File: src/rtl/pdial_pkg.sv
package pdial_pkg;

  typedef enum logic [2:0] {
    PH_IDLE  = 3'd0,
    PH_BRK   = 3'd1,
    PH_MAKE  = 3'd2,
    PH_GAP   = 3'd3,
    PH_FLASH = 3'd4
  } phase_t;

  function automatic int max_of(input int a, input int b);
    return (a > b) ? a : b;
  endfunction

endpackage

File: src/rtl/pdial_rst_sync.sv
module pdial_rst_sync #(
  parameter int STAGES = 2
) (
  input  logic clk,
  input  logic rst_n,
  output logic rst_n_sync
);

  logic [STAGES-1:0] sh_q;

  always_ff @(posedge clk or negedge rst_n) begin
    if (!rst_n) sh_q <= '0;
    else        sh_q <= {sh_q[STAGES-2:0], 1'b1};
  end

  assign rst_n_sync = sh_q[STAGES-1];

endmodule

File: src/rtl/pdial_timing.sv
module pdial_timing
  import pdial_pkg::*;
#(
  parameter int PERIOD_MS  = 100,
  parameter int BRK_A_MS   = 60,
  parameter int BRK_B_MS   = 67,
  parameter int GAP_MS     = 800,
  parameter int FLASH0_MS  = 600,
  parameter int FLASH1_MS  = 100,
  parameter int FLASH2_MS  = 300,
  parameter int FLASH3_MS  = 73,
  parameter int CNT_W      = 10
) (
  input  phase_t           phase,
  input  logic             fast,
  input  logic             ratio_b,
  input  logic [1:0]       fsel,
  output logic [CNT_W-1:0] limit
);

  localparam int PERIOD_F = PERIOD_MS / 2;
  localparam int BRK_AF   = BRK_A_MS / 2;
  localparam int BRK_BF   = BRK_B_MS / 2;

  logic [CNT_W-1:0] brk_len;
  logic [CNT_W-1:0] per_len;
  logic [CNT_W-1:0] fl_len;

  always_comb begin
    unique case ({fast, ratio_b})
      2'b00:   brk_len = CNT_W'(BRK_A_MS);
      2'b01:   brk_len = CNT_W'(BRK_B_MS);
      2'b10:   brk_len = CNT_W'(BRK_AF);
      default: brk_len = CNT_W'(BRK_BF);
    endcase
    per_len = fast ? CNT_W'(PERIOD_F) : CNT_W'(PERIOD_MS);
    unique case (fsel)
      2'd0:    fl_len = CNT_W'(FLASH0_MS);
      2'd1:    fl_len = CNT_W'(FLASH1_MS);
      2'd2:    fl_len = CNT_W'(FLASH2_MS);
      default: fl_len = CNT_W'(FLASH3_MS);
    endcase
  end

  always_comb begin
    unique case (phase)
      PH_BRK:   limit = brk_len;
      PH_MAKE:  limit = per_len - brk_len;
      PH_GAP:   limit = CNT_W'(GAP_MS);
      PH_FLASH: limit = fl_len;
      default:  limit = CNT_W'(1);
    endcase
  end

endmodule

File: src/rtl/pdial_timer.sv
module pdial_timer #(
  parameter int CNT_W = 10
) (
  input  logic             clk,
  input  logic             rst_n,
  input  logic             tick,
  input  logic             restart,
  input  logic [CNT_W-1:0] limit,
  output logic             done
);

  logic [CNT_W-1:0] cnt_q;
  logic [CNT_W-1:0] cnt_d;
  logic             cnt_en;

  assign done   = tick && (cnt_q == limit - CNT_W'(1));
  assign cnt_en = restart || tick;

  always_comb begin
    if (restart) cnt_d = '0;
    else         cnt_d = cnt_q + CNT_W'(1);
  end

  always_ff @(posedge clk or negedge rst_n) begin
    if (!rst_n)      cnt_q <= '0;
    else if (cnt_en) cnt_q <= cnt_d;
  end

endmodule

File: src/rtl/pdial_ctrl.sv
module pdial_ctrl
  import pdial_pkg::*;
(
  input  logic       clk,
  input  logic       rst_n,
  input  logic       digit_valid,
  input  logic [3:0] digit,
  input  logic       flash_req,
  input  logic [1:0] flash_sel,
  input  logic       rate_fast,
  input  logic       ratio_sel,
  input  logic       tone_mode,
  input  logic       phase_done,
  output phase_t     phase_q,
  output logic       restart,
  output logic       fast_q,
  output logic       ratio_q,
  output logic [1:0] fsel_q
);

  phase_t     phase_d;
  logic [3:0] left_q, left_d;
  logic       fast_d, ratio_d;
  logic [1:0] fsel_d;
  logic       digit_ok;

  assign digit_ok = digit_valid && !tone_mode && (digit <= 4'd9);

  always_comb begin
    phase_d = phase_q;
    left_d  = left_q;
    fast_d  = fast_q;
    ratio_d = ratio_q;
    fsel_d  = fsel_q;
    restart = 1'b0;
    unique case (phase_q)
      PH_IDLE: begin
        if (flash_req) begin
          phase_d = PH_FLASH;
          fsel_d  = flash_sel;
          restart = 1'b1;
        end else if (digit_ok) begin
          phase_d = PH_BRK;
          left_d  = (digit == 4'd0) ? 4'd10 : digit;
          fast_d  = rate_fast;
          ratio_d = ratio_sel;
          restart = 1'b1;
        end
      end
      PH_BRK: begin
        if (phase_done) begin
          phase_d = PH_MAKE;
          restart = 1'b1;
        end
      end
      PH_MAKE: begin
        if (phase_done) begin
          restart = 1'b1;
          if (left_q == 4'd1) begin
            phase_d = PH_GAP;
          end else begin
            phase_d = PH_BRK;
            left_d  = left_q - 4'd1;
          end
        end
      end
      PH_GAP, PH_FLASH: begin
        if (phase_done) begin
          phase_d = PH_IDLE;
          restart = 1'b1;
        end
      end
      default: begin
        phase_d = PH_IDLE;
        restart = 1'b1;
      end
    endcase
  end

  always_ff @(posedge clk or negedge rst_n) begin
    if (!rst_n) begin
      phase_q <= PH_IDLE;
      left_q  <= '0;
      fast_q  <= 1'b0;
      ratio_q <= 1'b0;
      fsel_q  <= '0;
    end else begin
      phase_q <= phase_d;
      left_q  <= left_d;
      fast_q  <= fast_d;
      ratio_q <= ratio_d;
      fsel_q  <= fsel_d;
    end
  end

endmodule

File: src/rtl/pulse_dialer.sv
module pulse_dialer
  import pdial_pkg::*;
#(
  parameter int PERIOD_MS = 100,
  parameter int BRK_A_MS  = 60,
  parameter int BRK_B_MS  = 67,
  parameter int GAP_MS    = 800,
  parameter int FLASH0_MS = 600,
  parameter int FLASH1_MS = 100,
  parameter int FLASH2_MS = 300,
  parameter int FLASH3_MS = 73
) (
  input  logic       clk,
  input  logic       rst_n,
  input  logic       tick_1ms,
  input  logic       digit_valid,
  input  logic [3:0] digit,
  input  logic       flash_req,
  input  logic [1:0] flash_sel,
  input  logic       rate_fast,
  input  logic       ratio_sel,
  input  logic       tone_mode,
  output logic       dial_brk,
  output logic       hs_mute,
  output logic       ln_mute,
  output logic       busy
);

  localparam int LONGEST = max_of(max_of(GAP_MS, PERIOD_MS),
                                  max_of(max_of(FLASH0_MS, FLASH1_MS),
                                         max_of(FLASH2_MS, FLASH3_MS)));
  localparam int CNT_W = $clog2(LONGEST + 1);

  logic             rst_n_i;
  phase_t           phase;
  logic             restart, done;
  logic             fast_q, ratio_q;
  logic [1:0]       fsel_q;
  logic [CNT_W-1:0] limit;

  pdial_rst_sync #(.STAGES(2)) u_rst (
    .clk        (clk),
    .rst_n      (rst_n),
    .rst_n_sync (rst_n_i)
  );

  pdial_ctrl u_ctrl (
    .clk         (clk),
    .rst_n       (rst_n_i),
    .digit_valid (digit_valid),
    .digit       (digit),
    .flash_req   (flash_req),
    .flash_sel   (flash_sel),
    .rate_fast   (rate_fast),
    .ratio_sel   (ratio_sel),
    .tone_mode   (tone_mode),
    .phase_done  (done),
    .phase_q     (phase),
    .restart     (restart),
    .fast_q      (fast_q),
    .ratio_q     (ratio_q),
    .fsel_q      (fsel_q)
  );

  pdial_timing #(
    .PERIOD_MS (PERIOD_MS),
    .BRK_A_MS  (BRK_A_MS),
    .BRK_B_MS  (BRK_B_MS),
    .GAP_MS    (GAP_MS),
    .FLASH0_MS (FLASH0_MS),
    .FLASH1_MS (FLASH1_MS),
    .FLASH2_MS (FLASH2_MS),
    .FLASH3_MS (FLASH3_MS),
    .CNT_W     (CNT_W)
  ) u_timing (
    .phase   (phase),
    .fast    (fast_q),
    .ratio_b (ratio_q),
    .fsel    (fsel_q),
    .limit   (limit)
  );

  pdial_timer #(.CNT_W(CNT_W)) u_timer (
    .clk     (clk),
    .rst_n   (rst_n_i),
    .tick    (tick_1ms),
    .restart (restart),
    .limit   (limit),
    .done    (done)
  );

  assign dial_brk = (phase == PH_BRK) || (phase == PH_FLASH);
  assign hs_mute  = (phase == PH_BRK) || (phase == PH_MAKE) || (phase == PH_FLASH);
  assign busy     = (phase != PH_IDLE);
  assign ln_mute  = busy;

endmodule

File: config.mk
export PLATFORM = sky130hd
export DESIGN_NAME = pulse_dialer
export DESIGN_NICKNAME = d
export VERILOG_FILES = /design/src/rtl/pdial_pkg.sv /design/src/rtl/pdial_rst_sync.sv /design/src/rtl/pdial_timing.sv /design/src/rtl/pdial_timer.sv /design/src/rtl/pdial_ctrl.sv /design/src/rtl/pulse_dialer.sv
export SDC_FILE = /design/constraint.sdc
export NUM_CORES = 1
export LEC_CHECK = 0
export BUFFER_PORTS_ARGS = -buffer_cell sky130_fd_sc_hd__buf_2
export CAP_MARGIN = 5
export CORE_ASPECT_RATIO = 1.4
export CORE_MARGIN = 2
export CORE_UTILIZATION = 25
export DETAILED_ROUTE_END_ITERATION = 8
export REMOVE_ABC_BUFFERS = 1
export SYNTH_ARGS = -nofsm -noshare
export SYNTH_HDL_FRONTEND = slang
export SYNTH_HIERARCHICAL = 1
export SYNTH_SLANG_ARGS = --single-unit
File: constraint.sdc
create_clock -name clk -period 1.55 [get_ports clk]
set_input_delay 0.2325 -clock clk [delete_from_list [all_inputs] [get_ports clk]]
set_output_delay 0.2325 -clock clk [all_outputs]
set_load 0.01 [all_outputs]
# Word-level counts from Yosys, hierarchy flattened
# Index checks and enable logic that the tools add are counted.
[word_totals]
reg_bits = 23
elab_cells = 72
[classes]
magnitude_cmp = 1
reduce_logical = 20
n_eq_ne = 17
add_sub_neg = 4
mux = 22
bitwise = 1
[op_table]
columns = ["operator", "n"]
rows = [
  ["$pmux 10 s4", 1],
  ["$pmux 10 s3", 1],
  ["$pmux 7 s3", 1],
  ["$mux 4", 5],
  ["$mux 3", 5],
  ["$pmux 3 s4", 1],
  ["$add 10x1->10 const B", 1],
  ["$eq 10x10->1", 1],
  ["$mux 10", 1],
  ["$ne 2x2->1 const B", 5],
  ["$sub 10x1->10 const B", 1],
  ["$sub 10x7->10", 1],
  ["$pmux 4 s2", 1],
  ["$mux 7", 1],
  ["$eq 3x2->1 const B", 2],
  ["$reduce_and 5->1", 1],
  ["$eq 2x1->1 const B", 2],
  ["$eq 2x2->1 const B", 2],
  ["$eq 4x1->1 const B", 1],
  ["$le 4x4->1 const B", 1],
  ["$logic_not 2->1", 2],
  ["$logic_not 4->1", 1],
  ["$logic_or 1x1->1", 4],
  ["$reduce_and 4->1", 1],
  ["18 further kinds", 22],
]

# Longest topological paths before layout
# Gate-level depths: netlist of the first run.
[logic_depth]
word_depth = 10
ltp_mapped = 21
ltp_nobuf = 20

# Hierarchy
# The synthesis of the first run kept the hierarchy.
[modules_own_cells]
columns = ["module", "area_per_inst_um2", "n_inst", "cells_per_inst", "seq_area_each_um2"]
rows = [
  ["pdial_timer", 818.3, 1, 99, 250.2],
  ["pdial_ctrl", 689.4, 1, 67, 275.3],
  ["pdial_timing", 449.2, 1, 61, 0.0],
  ["pdial_rst_sync", 53.8, 1, 3, 50.0],
  ["pulse_dialer", 47.5, 1, 7, 0.0],
]

# Worst setup path after synthesis of the first run
# No wires, ideal clock.
[synth_timing]
path_kind = "reg2reg"
from = "reg u_ctrl.fast_q"
to = "reg u_timer.cnt_q[5]"
path_stages_with_launch = 18
t_arrival_ps = 4254
slack_ps = -2782
setup_ps = 78
path_buffers = 0
path_cell_list = "dfrtp_1 > inv_1 > ha_1 > xor2_1 > or3b_1 > a31oi_1 > inv_1 > ha_1 > xor2_1 > nand3_1 > a311o_1 > a2111oi_2 > o21ai_0 > o31a_1 > o21ai_0 > o2111ai_1 > or3_1 > a21oi_1"
[synth_between]
elab_chain_len = 10
elab_cells_between_ends = 14
cone_classes = "2 x add/sub; 3 x eq/ne; 6 x mux; 3 x reduce/logical"
[synth_rtl]
columns = ["element", "line", "source"]
rows = [
  ["start, declared", "pdial_ctrl.sv:16", "output logic fast_q,"],
  ["start signal, assigned", "pdial_ctrl.sv:90", "fast_q <= fast_d;"],
  ["$eq 2x2->1, or another cell as far along", "pdial_timing.sv:30", "unique case ({fast, ratio_b})"],
  ["$pmux 7 s3", "pdial_timing.sv:30", ""],
  ["$sub 10x7->10", "pdial_timing.sv:48", "PH_MAKE: limit = per_len - brk_len;"],
  ["$pmux 10 s4 (*)", "pdial_timing.sv:46", "unique case (phase)"],
  ["via limit[1]", "pulse_dialer.sv:39", "logic [CNT_W-1:0] limit;"],
  ["$sub 10x1->10 (*)", "pdial_timer.sv:16", "assign done = tick && (cnt_q == limit - CNT_W'(1));"],
  ["$eq 10x10->1 (*)", "pdial_timer.sv:16", ""],
  ["$logic_and 1x1->1 (*)", "pdial_timer.sv:16", ""],
  ["via done", "pulse_dialer.sv:36", "logic restart, done;"],
  ["$mux 1 (*)", "pdial_ctrl.sv:51, pdial_ctrl.sv:57, pdial_ctrl.sv:68", ""],
  ["$pmux 1 s2 (*)", "pdial_ctrl.sv:36", "unique case (phase_q)"],
  ["via restart", "pulse_dialer.sv:36", ""],
  ["$mux 10 or $logic_or 1x1->1 (tied branches)", "pdial_timer.sv:20, pdial_timer.sv:17", ""],
  ["end signal, assigned", "pdial_timer.sv:26", "else if (cnt_en) cnt_q <= cnt_d;"],
  ["end, declared", "pdial_timer.sv:12", "logic [CNT_W-1:0] cnt_q;"],
]
# Mark *: on every way through the listed nets, which the timed path passes. The rest lies on a longest branch.
# A chain may end at the register's enable or synchronous reset.

# Worst setup path after layout of the first run
[layout_timing]
from = "reg u_ctrl.fast_q"
to = "reg u_timer.cnt_q[7]"
# The elaborated chain is that of the path after synthesis.

==> results of run 1 <==
## power by group
group          internal [mW]  switching, mW  leakage (nW)
Clock                  0.351          0.218        0.0382
Sequential             0.740          0.110         0.287
Combinational           1.64           1.44          1.13
## cells by family after synthesis
family                   after synthesis
AND/OR/NAND/NOR                       80
adder cells (fa/ha/maj)               18
AO/OA/AOI/OAI                         54
flip-flops                            23
XOR/XNOR                              22
multiplexers                           8
other                                  1
buffers and inverters                 31
## cells in the mapped netlist (4+ instances only)
cell type / number
a211o_1: 4
a21oi_1: 10
a31oi_1: 4
and3_1: 6
clkbuf_1: 5
dfrtp_1: 23
ha_1: 17
inv_1: 20
nand2_1: 15
nand3_1: 7
nor2_1: 24
nor3_1: 4
o21ai_0: 8
o21bai_1: 4
or3_1: 4
xnor2_1: 10
xor2_1: 12
## routing by layer
metal  up-vias  routed length (um)  share of wire, %  global-route usage (%)
met5         -                   0                 0                       0
met4         0                 157               2.8                    4.41
met3        13                  76               1.4                   0.972
met2        34                3090                55                    25.3
met1       966                2250                40                    14.0
li1       1019                   -                 -                       -
## sequential cells by signal (all words and copies together), names as in the netlist
signal / cells
u_ctrl/fast_q: 1
u_ctrl/fsel_q: 2
u_ctrl/left_q: 4
u_ctrl/phase_q: 3
u_ctrl/ratio_q: 1
u_rst/sh_q: 2
u_timer/cnt_q: 10
## final timing paths
kind,end,slack (ns),start
max,u_timer/cnt_q[7],-2.19,u_ctrl/fast_q
min,u_ctrl/fast_q,0.19,rate_fast
max reg2reg,u_timer/cnt_q[7],-2.19,u_ctrl/fast_q
min reg2reg,u_ctrl/phase_q[1],0.22,u_rst/sh_q[1]
max in group asynchronous,u_timer/cnt_q[2],1.11,u_rst/sh_q[1]
min in group asynchronous,u_ctrl/phase_q[1],0.22,u_rst/sh_q[1]
## worst register-to-register path: cells and delay by family (launching register included)
kind / cells / cell delay (ns)
AO/OA/AOI/OAI: 10 / 1.76
flip-flops: 1 / 0.39
adder cells (fa/ha/maj): 1 / 0.22
buffers and inverters: 3 / 0.41
AND/OR/NAND/NOR: 2 / 0.76
XOR/XNOR: 1 / 0.15
## timing repair
| item | 4_1_cts | 5_1_grt |
|---|---|---|
| hold buffers | 1 | 0 |
| setup buffers | 9 | 3 |
| endpoints found under the hold margin | 2 | 0 |
| resized for setup | 47 | 10 |
| pin swaps | 21 | 2 |
| endpoints found under the setup margin | 24 | 25 |
## final cells by class
cell class / instances / area (sq um)
well taps: 102 / 128
clock buffers: 4 / 78.8
inverters: 20 / 75.1
repair buffers: 100 / 729
multi-input cells: 183 / 1590
fillers: 827 / 4930
flip-flops and latches: 23 / 576
==> results.json, run 1 <==
{
  "fin_crit_sh_pct": 241,
  "rsz0062_at_grt": "true",
  "start_util_pct": 25.4,
  "cts_buffers": 3,
  "area_growth_pct": 54.1,
  "yosysWarnings": 6,
  "nNetsFinal": 362,
  "critPathLaunchType": "flip-flop",
  "wl_per_cell_um": 12.9,
  "setup_viol": 24,
  "clockRootBuffer": "clkbuf_16",
  "cp.depth": 17,
  "cp_slowest_cell": "dfrtp_1",
  "row_count": 39,
  "synth-compound-area-share_pct": 18.9,
  "syn_area_sq_um": 2060,
  "grt_first_pass_wirelength_mm": 9.17,
  "fin_hold_ws_ns": 0.190,
  "synth_seq_area_share_pct": 28.0,
  "cts_tree": "done",
  "leakage_nw": 1.46,
  "crit_top_cell": "buf_4",
  "period_needed_ns": 3.74,
  "grt_antenna_before_repair": 0,
  "grt-ovfl-total": 0,
  "final_cells": 432,
  "async_flop_share_pct": 100,
  "grt_max_degree": 22,
  "numPortBuffers": 17,
  "yosysUniqueCellTypes": 58,
  "drt_first_iter_violations": 53,
  "drive_gt1_share_pct": 45.2,
  "cts_buffer_depth": 2,
  "power_density_nw_per_um2": 1420,
  "drc": 0,
  "synth_top_family_by_area": "simple AND/OR/NAND/NOR gates",
  "hold_path_class": "input pin to flip-flop",
  "fmax_mhz": 267,
  "cts.sinks": 23,
  "die-area_sq_um": 8990,
  "slowest_delay_ns": 0.39,
  "arrival_ns": 3.93,
  "min_path_cells": 2,
  "finalMaxSlewViolations": 0,
  "final_cell_mix": "buf_4 (77), dfrtp_1 (23), nor2_1 (22)",
  "core_sq_um": 8100,
  "maxCapViolCount": 0,
  "yosys.area_share.simple_pct": 22.1,
  "synth_xor_area_share_pct": 9.36,
  "stdcell_area_sq_um": 3170,
  "synth_top_cell_area_share_pct": 28.0,
  "worstPathCellList": "inv_2 > ha_4 > xor2_2 > or3b_4 > a31oi_4 > buf_4 > o31ai_1 > buf_4 > a31o_1 > a211o_1 > a2111oi_4 > o21ai_1 > o31a_1 > o21ai_2 > o2111ai_4 > or3_1 > a21oi_1",
  "cts.htree.levels": 1,
  "gp_congestion": 0.810,
  "layout_commonest_cell": "buf_4",
  "fin_tns_setup_ns": -34.28,
  "vias": 2032,
  "utilization_pct": 39.2,
  "place_inst": 415,
  "synthAdderAreaFrac_pct": 10.8,
  "synth_top_area_cell": "dfrtp_1",
  "status": "finished, violations left",
  "violations": "negative setup slack",
  "ys_top_cells_by_area": "dfrtp_1 (28%), ha_1 (10%), xor2_1 (5.1%)",
  "synth-edff-count": 0,
  "synth.ff_latch_count": 23,
  "cp.required_ns": 1.74,
  "ioPinCount": 18,
  "power_mw": 4.50,
  "worst_slack_ns": -2.19,
  "die_h_um": 111,
  "die_x_um": 80.7,
  "placed_area_sq_um": 2740,
  "synth.mux.area_fraction_pct": 4.19,
  "final.setup_skew_ns": 0.00437,
  "dpl.hpwl_mm": 4.13,
  "grt_usage_pct": 12.9,
  "pre_cts_ws_ns": -2.58,
  "path_clk_slew_ns": 0.06,
  "first_pass_iters": 4,
  "antenna_cells": 0,
  "cp_top_family": "compound AO/OA/AOI/OAI gates",
  "finalWirelength_mm": 5.58,
  "yosys_most_used_dff": "dfrtp_1",
  "clock_latency_ns": 0.26,
  "avgSynthCellArea_sq_um": 8.68,
  "vias_per_cell": 4.70,
  "grt_pass1_vias": 2020,
  "endpoint_kind": "flip-flop",
  "antenna_left": 0,
  "r2r_cells": 17,
  "netlist_instances": 237,
  "cp_num_buf_inv": 3,
  "hold_violations": 0,
  "ir_worst_vdd_uv": 663,
  "path_class": "flip-flop to flip-flop",
  "critPathMaxFanout": 5
}
No activity file was read; power rests on OpenSTA's default activity.
==> inputs of run 2 (changes only) <==
--- a/config.mk
+++ b/config.mk
@@ -14,5 +14,4 @@
 export REMOVE_ABC_BUFFERS = 1
 export SYNTH_ARGS = -nofsm -noshare
 export SYNTH_HDL_FRONTEND = slang
-export SYNTH_HIERARCHICAL = 1
 export SYNTH_SLANG_ARGS = --single-unit
==> run 2 against run 1 <==
Effect of this change: routed wire length increased by 18%; sequential share of layout area down 1.7 points; the flow still finishes with violations (negative setup slack); clock skew hardly changed; critical path depth decreased by 4; non-clock buffer count up 21; largest cell class unchanged; final cell count increased by 8.3%; register-to-register slack improved by 0.27 ns; hold slack worse by 0.013 ns.
==> results.json, run 2 <==
{
  "first_pass_iters": 4,
  "regMostFlops": "u_timer.cnt_q",
  "synth_top_cell_area_share_pct": 27.4,
  "path_class": "flip-flop to flip-flop",
  "critPathMaxFanout": 7,
  "r2r_cells": 13,
  "grt_usage_pct": 15.5,
  "final.setup_skew_ns": 0.00474,
  "setup_viol": 23,
  "hold_violations": 0,
  "netlist_instances": 253,
  "arrival_ns": 3.66,
  "yosysUniqueCellTypes": 62,
  "cts_buffers": 3,
  "grt_pass1_vias": 2438,
  "cp.required_ns": 1.74,
  "fin_tns_setup_ns": -32.97,
  "period_needed_ns": 3.47,
  "cts_tree": "done",
  "synth.ff_latch_count": 23,
  "async_flop_share_pct": 100,
  "die_x_um": 81.5,
  "drive_gt1_share_pct": 48.1,
  "start_util_pct": 25.8,
  "hold_path_class": "input pin to flip-flop",
  "synth_top_area_cell": "dfrtp_1",
  "rsz0062_at_grt": "true",
  "netlist_top_cells_count": "nor2_1 (27), dfrtp_1 (23), nand2_1 (19)",
  "r2r_start": "u_ctrl.fast_q",
  "largest_reg_flops": 10,
  "vias_per_cell": 5.04,
  "numPortBuffers": 17,
  "antenna_cells": 0,
  "die-area_sq_um": 9160,
  "core_sq_um": 8150,
  "area_growth_pct": 67.1,
  "placed_area_sq_um": 2940,
  "synth-edff-count": 0,
  "path_clk_slew_ns": 0.06,
  "cts.htree.levels": 1,
  "cts.sinks": 23,
  "grt_max_degree": 22,
  "yosysMostFrequentCell": "nor2_1",
  "reg2reg_slack_ns": -1.92,
  "startpoint": "u_ctrl.fast_q",
  "vias": 2358,
  "worstMarginPinSlew_ns": 0.731,
  "power_density_nw_per_um2": 1700,
  "row_count": 39,
  "largest_registers": "u_timer.cnt_q (10), u_ctrl.left_q (4), u_ctrl.phase_q (3)",
  "worst_slack_ns": -1.92,
  "dpl.hpwl_mm": 4.97,
  "grt-ovfl-total": 0,
  "ir_worst_vdd_uv": 820,
  "fin_crit_sh_pct": 224,
  "antenna_left": 0,
  "violations": "negative setup slack",
  "fmax_mhz": 288,
  "syn_area_sq_um": 2100,
  "slew-limit-headroom_pct": 50.8,
  "r2r-end": "u_ctrl.phase_q[1]",
  "clock_latency_ns": 0.26,
  "ys_top_cells_by_area": "dfrtp_1 (27%), ha_1 (8.9%), nor2_1 (4.8%)",
  "endpoint_kind": "flip-flop",
  "final_cell_mix": "buf_4 (88), nor2_1 (24), dfrtp_1 (22)",
  "maxCapViolCount": 0,
  "finalMaxSlewViolations": 0,
  "synth_seq_area_share_pct": 27.4,
  "grt_antenna_before_repair": 0,
  "clockRootBuffer": "clkbuf_16",
  "leakage_nw": 1.52,
  "layout_commonest_cell": "buf_4",
  "cts_buffer_depth": 2,
  "drc": 0,
  "ioPinCount": 18,
  "status": "finished, violations left",
  "avgSynthCellArea_sq_um": 8.30,
  "cp-endpoint": "u_ctrl.phase_q[1]",
  "stdcell_area_sq_um": 3510,
  "nNetsFinal": 396,
  "yosysWarnings": 0,
  "die_h_um": 112,
  "drt_first_iter_violations": 124,
  "wl_per_cell_um": 14.1,
  "gp_congestion": 0.902,
  "grt_first_pass_wirelength_mm": 11.2,
  "critPathLaunchType": "flip-flop",
  "finalWirelength_mm": 6.60,
  "yosys_most_used_dff": "dfrtp_1",
  "utilization_pct": 43.1
}
[run 2: changes by cell type after synthesis, sizes merged, moves of 4 or more]
cell / previous run / this run
xor2: 12 / 8
nand4: 2 / 7
nand2b: 4 / 8
o21ai: 10 / 5
o21bai: 4 / 0
nand2: 15 / 19
inv: 20 / 11
and3: 6 / 2
nor4: 2 / 7
nor3: 4 / 13
[run 2: layer usage]
metal / share of wire (%) / track usage, % / wire length (um)
met2: 56 / 28.5 / 3670
met5: 0 / 0 / 0
met1: 38 / 17.1 / 2510
met4: 3.8 / 7.68 / 253
met3: 2.3 / 1.45 / 155
[run 2: cell families after synthesis]
family	after synthesis	synth area share [%]
mux	5	2.50
fa+ha+maj	15	8.94
other cells	1	0.179
compound gates	43	15.4
xor+xnor	19	7.93
buf+inv	23	4.71
simple gates	124	33.0
flops	23	27.4
[run 2: per-stage QoR]
stage                     setup slack (ns)  cells  hold WS (ns)  power (mW)
after floorplan                      -2.25    241       -0.0631        2.71
after global placement               -2.17    450        0.0196        4.37
after detailed placement             -2.21    450        0.0208        4.46
after CTS                            -1.96    466         0.180        5.66
after global routing                 -2.08    468         0.194        6.42
final                                -1.92    468         0.177        5.95
[run 2: timing repair]
action                     in CTS  in global routing
pin swaps                      18                  6
resized for setup              54                 22
hold endpoints to repair        2                  0
hold buffers                    1                  0
buffers inserted               10                  3
setup endpoints to repair      23                 25
cloned                          1                  0
[run 2: layout make-up]
cell class | instances | area (sq um)
multi-input combinational | 207 | 1740
fill | 765 | 4640
sequential | 23 | 577
inverter | 11 | 41.3
tap | 102 | 128
timing repair buffer | 121 | 946
clock buffer | 4 | 78.8
[run 2: worst min path at each step]
| stage | startpoint | to | slack (ns) | cells past startpoint |
|---|---|---|---|---|
| floorplan | rst_n | u_rst.sh_q[0] | -0.06 | 0 |
| detailed placement | rst_n | u_rst.sh_q[1] | 0.02 | 1 |
| CTS | rate_fast | u_ctrl.fast_q | 0.18 | 3 |
| finish | rate_fast | u_ctrl.fast_q | 0.18 | 3 |
| global route | ratio_sel | u_ctrl.ratio_q | 0.19 | 3 |
| global placement | rst_n | u_rst.sh_q[1] | 0.02 | 1 |
[run 2: power breakdown]
part | internal, mW | switching, mW | total (mW)
registers | 0.776 | 0.157 | 0.932
logic | 2.37 | 2.10 | 4.46
clock network | 0.351 | 0.206 | 0.557
total | 3.49 | 2.46 | 5.95
[run 2: worst max-delay path, stage by stage (launching register included)]
cell and delay [ns]:
dfrtp_1 0.39, buf_4 0.17, ha_2 0.20, buf_4 0.17
nor4_4 0.32, or2_2 0.18, ha_1 0.23, buf_4 0.15
nand3_2 0.08, or4_4 0.54, o311a_4 0.18, or3_4 0.35
or3_1 0.31, a21oi_1 0.12
